`src/rtl/wdg_pkg.sv`:
```
package wdg_pkg;

    localparam int EXP_BASE = 8;
    localparam int FIELD_W  = 4;
    localparam int CNT_W    = EXP_BASE + (1 << FIELD_W);
    localparam logic [7:0] RESTART_KEY = 8'h76;

    typedef enum logic [2:0] {
        A_CTRL  = 3'd0,
        A_RANGE = 3'd1,
        A_KICK  = 3'd2,
        A_STAT  = 3'd3,
        A_EOI   = 3'd4,
        A_COUNT = 3'd5
    } reg_addr_e;

    typedef enum logic {
        ST_FIRST  = 1'b0,
        ST_SECOND = 1'b1
    } stage_e;

    typedef struct packed {
        logic mode_irq;
        logic enable;
    } ctrl_t;

    typedef struct packed {
        logic [FIELD_W-1:0] first;
        logic [FIELD_W-1:0] second;
    } range_t;

    typedef struct packed {
        logic kick;
        logic eoi;
    } cmd_t;

    function automatic logic [CNT_W-1:0] exp_to_load(input logic [FIELD_W-1:0] e);
        return CNT_W'(1) << (EXP_BASE + int'(e));
    endfunction

endpackage

```
`src/rtl/wdg_regfile.sv`:
```
module wdg_regfile
    import wdg_pkg::*;
#(
    parameter int ADDR_W = 3,
    parameter int DATA_W = 32
) (
    input  logic              clk,
    input  logic              rst,
    input  logic [ADDR_W-1:0] addr,
    input  logic              wr_en,
    input  logic [DATA_W-1:0] wr_data,
    input  logic              rd_en,
    input  logic              pending_i,
    input  logic [CNT_W-1:0]  count_i,
    output ctrl_t             ctrl_o,
    output range_t            range_o,
    output cmd_t              cmd_o,
    output logic [DATA_W-1:0] rd_data
);

    localparam int CTRL_W  = $bits(ctrl_t);
    localparam int RANGE_W = $bits(range_t);

    ctrl_t  ctrl_q;
    range_t range_q;

    wire sel_ctrl  = (addr == ADDR_W'(A_CTRL));
    wire sel_range = (addr == ADDR_W'(A_RANGE));
    wire sel_kick  = (addr == ADDR_W'(A_KICK));
    wire sel_stat  = (addr == ADDR_W'(A_STAT));
    wire sel_eoi   = (addr == ADDR_W'(A_EOI));
    wire sel_count = (addr == ADDR_W'(A_COUNT));

    always_ff @(posedge clk) begin
        if (rst) begin
            ctrl_q  <= '0;
            range_q <= '0;
        end else if (wr_en) begin
            if (sel_ctrl)
                ctrl_q <= ctrl_t'(wr_data[CTRL_W-1:0]);
            if (sel_range)
                range_q <= range_t'(wr_data[RANGE_W-1:0]);
        end
    end

    always_comb begin
        cmd_o.kick = wr_en && sel_kick && (wr_data == DATA_W'(RESTART_KEY));
        cmd_o.eoi  = rd_en && sel_eoi;
    end

    always_comb begin
        rd_data = '0;
        if (sel_ctrl)  rd_data = DATA_W'(ctrl_q);
        if (sel_range) rd_data = DATA_W'(range_q);
        if (sel_stat)  rd_data = DATA_W'(pending_i);
        if (sel_count) rd_data = DATA_W'(count_i);
    end

    assign ctrl_o  = ctrl_q;
    assign range_o = range_q;

endmodule

```
`src/rtl/wdg_countdown.sv`:
```
module wdg_countdown
    import wdg_pkg::*;
(
    input  logic             clk,
    input  logic             rst,
    input  ctrl_t            ctrl_i,
    input  range_t           range_i,
    input  cmd_t             cmd_i,
    output logic [CNT_W-1:0] count_o,
    output logic             pending_o,
    output logic             sysrst_o
);

    logic [CNT_W-1:0] cnt_q;
    logic [CNT_W-1:0] load_first;
    logic [CNT_W-1:0] load_second;
    stage_e           stage_q;
    logic             pend_q;
    logic             pulse_q;

    assign load_first  = exp_to_load(range_i.first);
    assign load_second = exp_to_load(range_i.second);

    always_ff @(posedge clk) begin
        if (rst) begin
            cnt_q   <= exp_to_load('0);
            stage_q <= ST_FIRST;
            pend_q  <= 1'b0;
            pulse_q <= 1'b0;
        end else begin
            pulse_q <= 1'b0;
            if (cmd_i.eoi)
                pend_q <= 1'b0;
            if (cmd_i.kick) begin
                cnt_q   <= load_first;
                stage_q <= ST_FIRST;
                pend_q  <= 1'b0;
            end else if (ctrl_i.enable) begin
                if (cnt_q != '0) begin
                    cnt_q <= cnt_q - 1'b1;
                end else if (stage_q == ST_FIRST && ctrl_i.mode_irq) begin
                    pend_q  <= ~cmd_i.eoi;
                    cnt_q   <= load_second;
                    stage_q <= ST_SECOND;
                end else if (stage_q == ST_SECOND && !pend_q) begin
                    cnt_q   <= load_first;
                    stage_q <= ST_FIRST;
                end else begin
                    pulse_q <= 1'b1;
                    pend_q  <= 1'b0;
                    cnt_q   <= load_first;
                    stage_q <= ST_FIRST;
                end
            end
        end
    end

    assign count_o   = cnt_q;
    assign pending_o = pend_q;
    assign sysrst_o  = pulse_q;

endmodule

```
`src/rtl/wdog_two_stage.sv`:
```
module wdog_two_stage
    import wdg_pkg::*;
#(
    parameter int ADDR_W = 3,
    parameter int DATA_W = 32
) (
    input  logic              clk,
    input  logic              rst,
    input  logic [ADDR_W-1:0] bus_addr,
    input  logic              bus_wr_en,
    input  logic [DATA_W-1:0] bus_wr_data,
    input  logic              bus_rd_en,
    output logic [DATA_W-1:0] bus_rd_data,
    output logic              wdt_irq,
    output logic              wdt_sysrst_req
);

    ctrl_t            ctrl_w;
    range_t           range_w;
    cmd_t             cmd_w;
    logic [CNT_W-1:0] count_w;
    logic             pending_w;

    wdg_regfile #(
        .ADDR_W(ADDR_W),
        .DATA_W(DATA_W)
    ) u_regs (
        .clk      (clk),
        .rst      (rst),
        .addr     (bus_addr),
        .wr_en    (bus_wr_en),
        .wr_data  (bus_wr_data),
        .rd_en    (bus_rd_en),
        .pending_i(pending_w),
        .count_i  (count_w),
        .ctrl_o   (ctrl_w),
        .range_o  (range_w),
        .cmd_o    (cmd_w),
        .rd_data  (bus_rd_data)
    );

    wdg_countdown u_cnt (
        .clk      (clk),
        .rst      (rst),
        .ctrl_i   (ctrl_w),
        .range_i  (range_w),
        .cmd_i    (cmd_w),
        .count_o  (count_w),
        .pending_o(pending_w),
        .sysrst_o (wdt_sysrst_req)
    );

    assign wdt_irq = pending_w;

endmodule

```
`config.mk`:
```
export PLATFORM = sky130hd
export DESIGN_NAME = wdog_two_stage
export DESIGN_NICKNAME = d
export VERILOG_FILES = /design/src/rtl/wdg_pkg.sv /design/src/rtl/wdg_regfile.sv /design/src/rtl/wdg_countdown.sv /design/src/rtl/wdog_two_stage.sv
export SDC_FILE = /design/constraint.sdc
export NUM_CORES = 1
export LEC_CHECK = 0
export ABC_AREA = 1
export BUFFER_PORTS_ARGS = -buffer_cell sky130_fd_sc_hd__buf_4
export CAP_MARGIN = 40
export CELL_PAD_IN_SITES_DETAIL_PLACEMENT = 2
export CELL_PAD_IN_SITES_GLOBAL_PLACEMENT = 2
export CORE_MARGIN = 5
export CORE_UTILIZATION = 25
export DETAILED_ROUTE_END_ITERATION = 16
export HOLD_SLACK_MARGIN = 0.15
export PLACE_DENSITY = 0.78
export SLEW_MARGIN = 20
export SYNTH_ARGS = -nofsm -noshare
export SYNTH_HDL_FRONTEND = slang
export SYNTH_SLANG_ARGS = --single-unit
```
`constraint.sdc`:
```
create_clock -name clk -period 1.5 [get_ports clk]
set_clock_uncertainty 0.05 [all_clocks]
set_input_delay 0.075 -clock clk [delete_from_list [all_inputs] [get_ports clk]]
set_output_delay 0.075 -clock clk [all_outputs]
set_load 0.05 [all_outputs]
```
==> impl_summary.log <==
INFO  metric hold_violations = 0
INFO  metric synth-compound-area-share = 0.1511
INFO  metric io_pins = 73
INFO  metric wirelength = 26790 um
INFO  metric f_max = 531.5 MHz
INFO  metric p_leak = 2.646 nW
INFO  metric drv_slew = 0
INFO  metric vias = approximately 5200
INFO  metric 1st_iter_drt_viols = 370
INFO  metric yosys.area.top_type_share = 0.2282
INFO  metric grt.overflow.total = 0
INFO  metric fin_crit = roughly 1.9 ns
INFO  metric post_drt_wl_per_cell = 28.83 um
INFO  metric clock_path_buffers = 2
INFO  metric cts_buffers = 5
INFO  metric peakVddDrop = between 0.3 and 0.4 mV
INFO  metric rows = ~40
INFO  metric pre_cts_ws = -0.5145 ns
INFO  metric tritoncts = built
INFO  metric post_synth_inst_count = 556
INFO  metric synth.distinct_cells = 36
INFO  metric critical_path_arrival = just over 2 ns
INFO  metric detailed_routing_iterations_pass_1 = 5
INFO  metric criticalPathCategory = flop to flop
INFO  metric synth_warnings = 0
INFO  metric syn_avg_cell_area = 5.837 um^2
INFO  metric synth-simple-area-share = 0.4800
INFO  metric crit_path_max_fanout = 6
INFO  metric synth-xor-area-share = 0.01079
INFO  metric clock_latency = approximately 0.31 ns
INFO  metric die_width = 123.9 um
INFO  metric yosys_register_bits = 37
INFO  metric totalNegativeSetupSlack = -6.197 ns
INFO  metric drv_cap = 0
INFO  metric first_global_vias = a little under 6000
INFO  metric mostFrequentLayoutCells = buf_4 (182), nand2_1 (87), nor2_1 (64)
INFO  metric floorplan.die.height = about 120 um
INFO  metric synth_top_cells_by_area = dfxtp_1 (23%), nand2_1 (14%), nor2_1 (12%), nand3_1 (9.3%), inv_1 (6.1%)
INFO  metric core = around 13000 um^2
INFO  metric layout.cells.most_common = buf_4
INFO  metric grt_usage = 0.3022
INFO  metric synth.area.mux_share = 0
INFO  metric place.detailed.hpwl = between 10000 and 15000 um
INFO  metric timing.final.ws_setup = -0.3815 ns
INFO  metric failed_checks = negative setup slack
INFO  metric slowest_cp_cell = dfxtp_4
INFO  metric worst-endpoint-required = between 1.5 and 2 ns
INFO  metric synth_largest_area_cell = dfxtp_1
INFO  metric whs = 0.1662 ns
INFO  metric tightest_slew = roughly 0.57 ns
INFO  metric first_pass_grt_wire_length = roughly 34000 um
INFO  metric fp.dieArea = between 15000 and 20000 um^2
INFO  metric p_total = between 3 and 4 mW
INFO  metric start_kind = flop
INFO  metric finalCritPeriodShare = 1.254
INFO  metric grt_antenna_before_repair = 0
INFO  metric gp_congestion = between 0.8 and 0.9
INFO  metric outcome = finished with violations
INFO  metric via_per_instance_ratio = 5.621
INFO  metric fillers = between 1000 and 1500
INFO  metric pwr_density_cell = roughly 670 nW/um^2
INFO  metric timing.final.setup_violations = 28
INFO  metric worst_path_most_repeated_cell = nand2_1
INFO  metric setup_repair_after_global_routing_missed_its_margin = yes
INFO  metric fin_util = 0.4677
INFO  metric drtAntennaViolNets = 0
INFO  metric number_of_buffers_inserted_by_port_buffering = 64
INFO  metric clock_root_cell = clkbuf_16
INFO  metric critical_path.endpoint_type = flop
INFO  metric multiInputGateArea = around 2800 um^2
INFO  metric synth-adder-area-share = 0.007710
INFO  metric clkSinkCount = 37
INFO  metric post_route_cells_drive_above_1_share = 0.5152
INFO  metric insertedDiodeCount = 0
INFO  metric finalNetCount = roughly 800
INFO  metric holdCritPathClass = primary input to flop
INFO  metric synthesis.area = 3246 um^2
INFO  metric grt_start_max_net_pins = 25
INFO  metric clock_input_transition_at_the_sequential_cells_of_the_worst_setup_and_hold_paths = about 0.07 ns
INFO  metric path_cells = inv_6, ha_4, nand2_4, nor2_4, buf_4, nand3_1, nand2_1, nand2_2, nand3_2, nand2_1, a21oi_2
INFO  metric htreeDepth = 2
INFO  metric synth_top_family_by_area = simple AND/OR/NAND/NOR gates
INFO  metric ys_seq_area_frac = 0.2282
INFO  metric seq_cell_area = 793.3 um^2
INFO  metric timing.max_slew.rel_slack = 0.6194
INFO  metric drc = 0
INFO  metric cp_slowest_stage_delay = 0.39 ns
INFO  metric initial_util = 0.2561
INFO  metric synth_to_final_area_change = 82.58%
## final timing paths
check / cells past startpoint / slack (ns) / end / start
worst max-delay path: 11 / -0.38 / u_cnt.count_o[14] / u_cnt.count_o[1]
worst min-delay path: 5 / 0.17 / u_cnt.pending_o / bus_addr[2]
worst max register to register: 11 / -0.38 / u_cnt.count_o[14] / u_cnt.count_o[1]
worst min register to register: 2 / 0.46 / u_cnt.stage_q / u_cnt.stage_q
## timing repair
item                                    4_1_cts  5_1_grt
cloned                                        0        1
endpoints found under the setup margin       31       37
setup buffers                                15        8
pin swaps                                    19       44
hold buffers                                 10        0
endpoints found under the hold margin        16        0
gates resized for setup                     116      113
## logic make-up (layout without fill, tap and decap cells)
group / after synthesis / in the layout
and+or+nand+nor: 337 / 337
AOI/OAI and AO/OA: 88 / 88
buffers and inverters: 87 / 281
DFF: 37 / 37
xor gates and xnor gates: 4 / 4
adders and majority gates: 2 / 2
other: 1 / 8
## metal layers
layer	wire, um	track usage	vias up
li1	-	-	2197
met1	9723	0.3216	2587
met2	13240	0.5346	309
met3	1646	0.05586	129
met4	2173	0.2142	0
met5	0	0	-
## sequential cells by signal, indices dropped and copies added (netlist names)
name	flops
u_cnt.count_o	24
u_cnt.pending_o	1
u_cnt.stage_q	1
u_cnt.sysrst_o	1
u_regs.ctrl_o	2
u_regs.range_o	8
## per-stage QoR
stage	std cells	instance area, um^2
after floorplan	563	3284
after global placement	891	4691
after detailed placement	891	4691
after CTS	923	5465
after global routing	929	5926
final	929	5926
## power by group
| part | switching [mW] | internal (mW) | leakage [nW] | total (mW) |
|---|---|---|---|---|
| clock | 0.565 | 0.793 | 0.0810 | 1.36 |
| sequential | 0.0626 | 1.01 | 0.312 | 1.07 |
| combinational | 0.954 | 0.598 | 2.25 | 1.55 |
## Yosys cell counts (all sizes together)
| library cell | number |
|---|---|
| o22ai | 8 |
| buf | 17 |
| a21oi | 32 |
| or2 | 1 |
| nand3 | 63 |
| o21ai | 33 |
| xor2 | 4 |
| o211ai | 5 |
| nand4 | 9 |
| o221ai | 1 |
| nand3b | 2 |
| clkbuf | 6 |
| a21boi | 1 |
| clkinv | 2 |
| nand2 | 128 |
| o2111ai | 1 |
| inv | 62 |
| a22oi | 7 |
| ha | 2 |
| and2 | 3 |
| nor2 | 120 |
| nor3 | 11 |
| dfxtp | 37 |
| conb | 1 |
## layout make-up
class | count | area share
Inverter | 64 | 0.04476
Tap cell | 172 | 0.03632
Sequential cell | 37 | 0.1339
Clock buffer | 6 | 0.02175
Multi-Input combinational cell | 439 | 0.4702
Timing Repair Buffer | 209 | 0.2865
Clock inverter | 2 | 0.006546
## critical path: cells and delay by family (launching register included)
family          cells  cell delay, ns
fa+ha+maj           1            0.16
compound gates      1            0.13
flops               1            0.39
buf+inv             2            0.22
simple gates        7            0.84
Note: power is estimated with default switching activity, not from simulation.
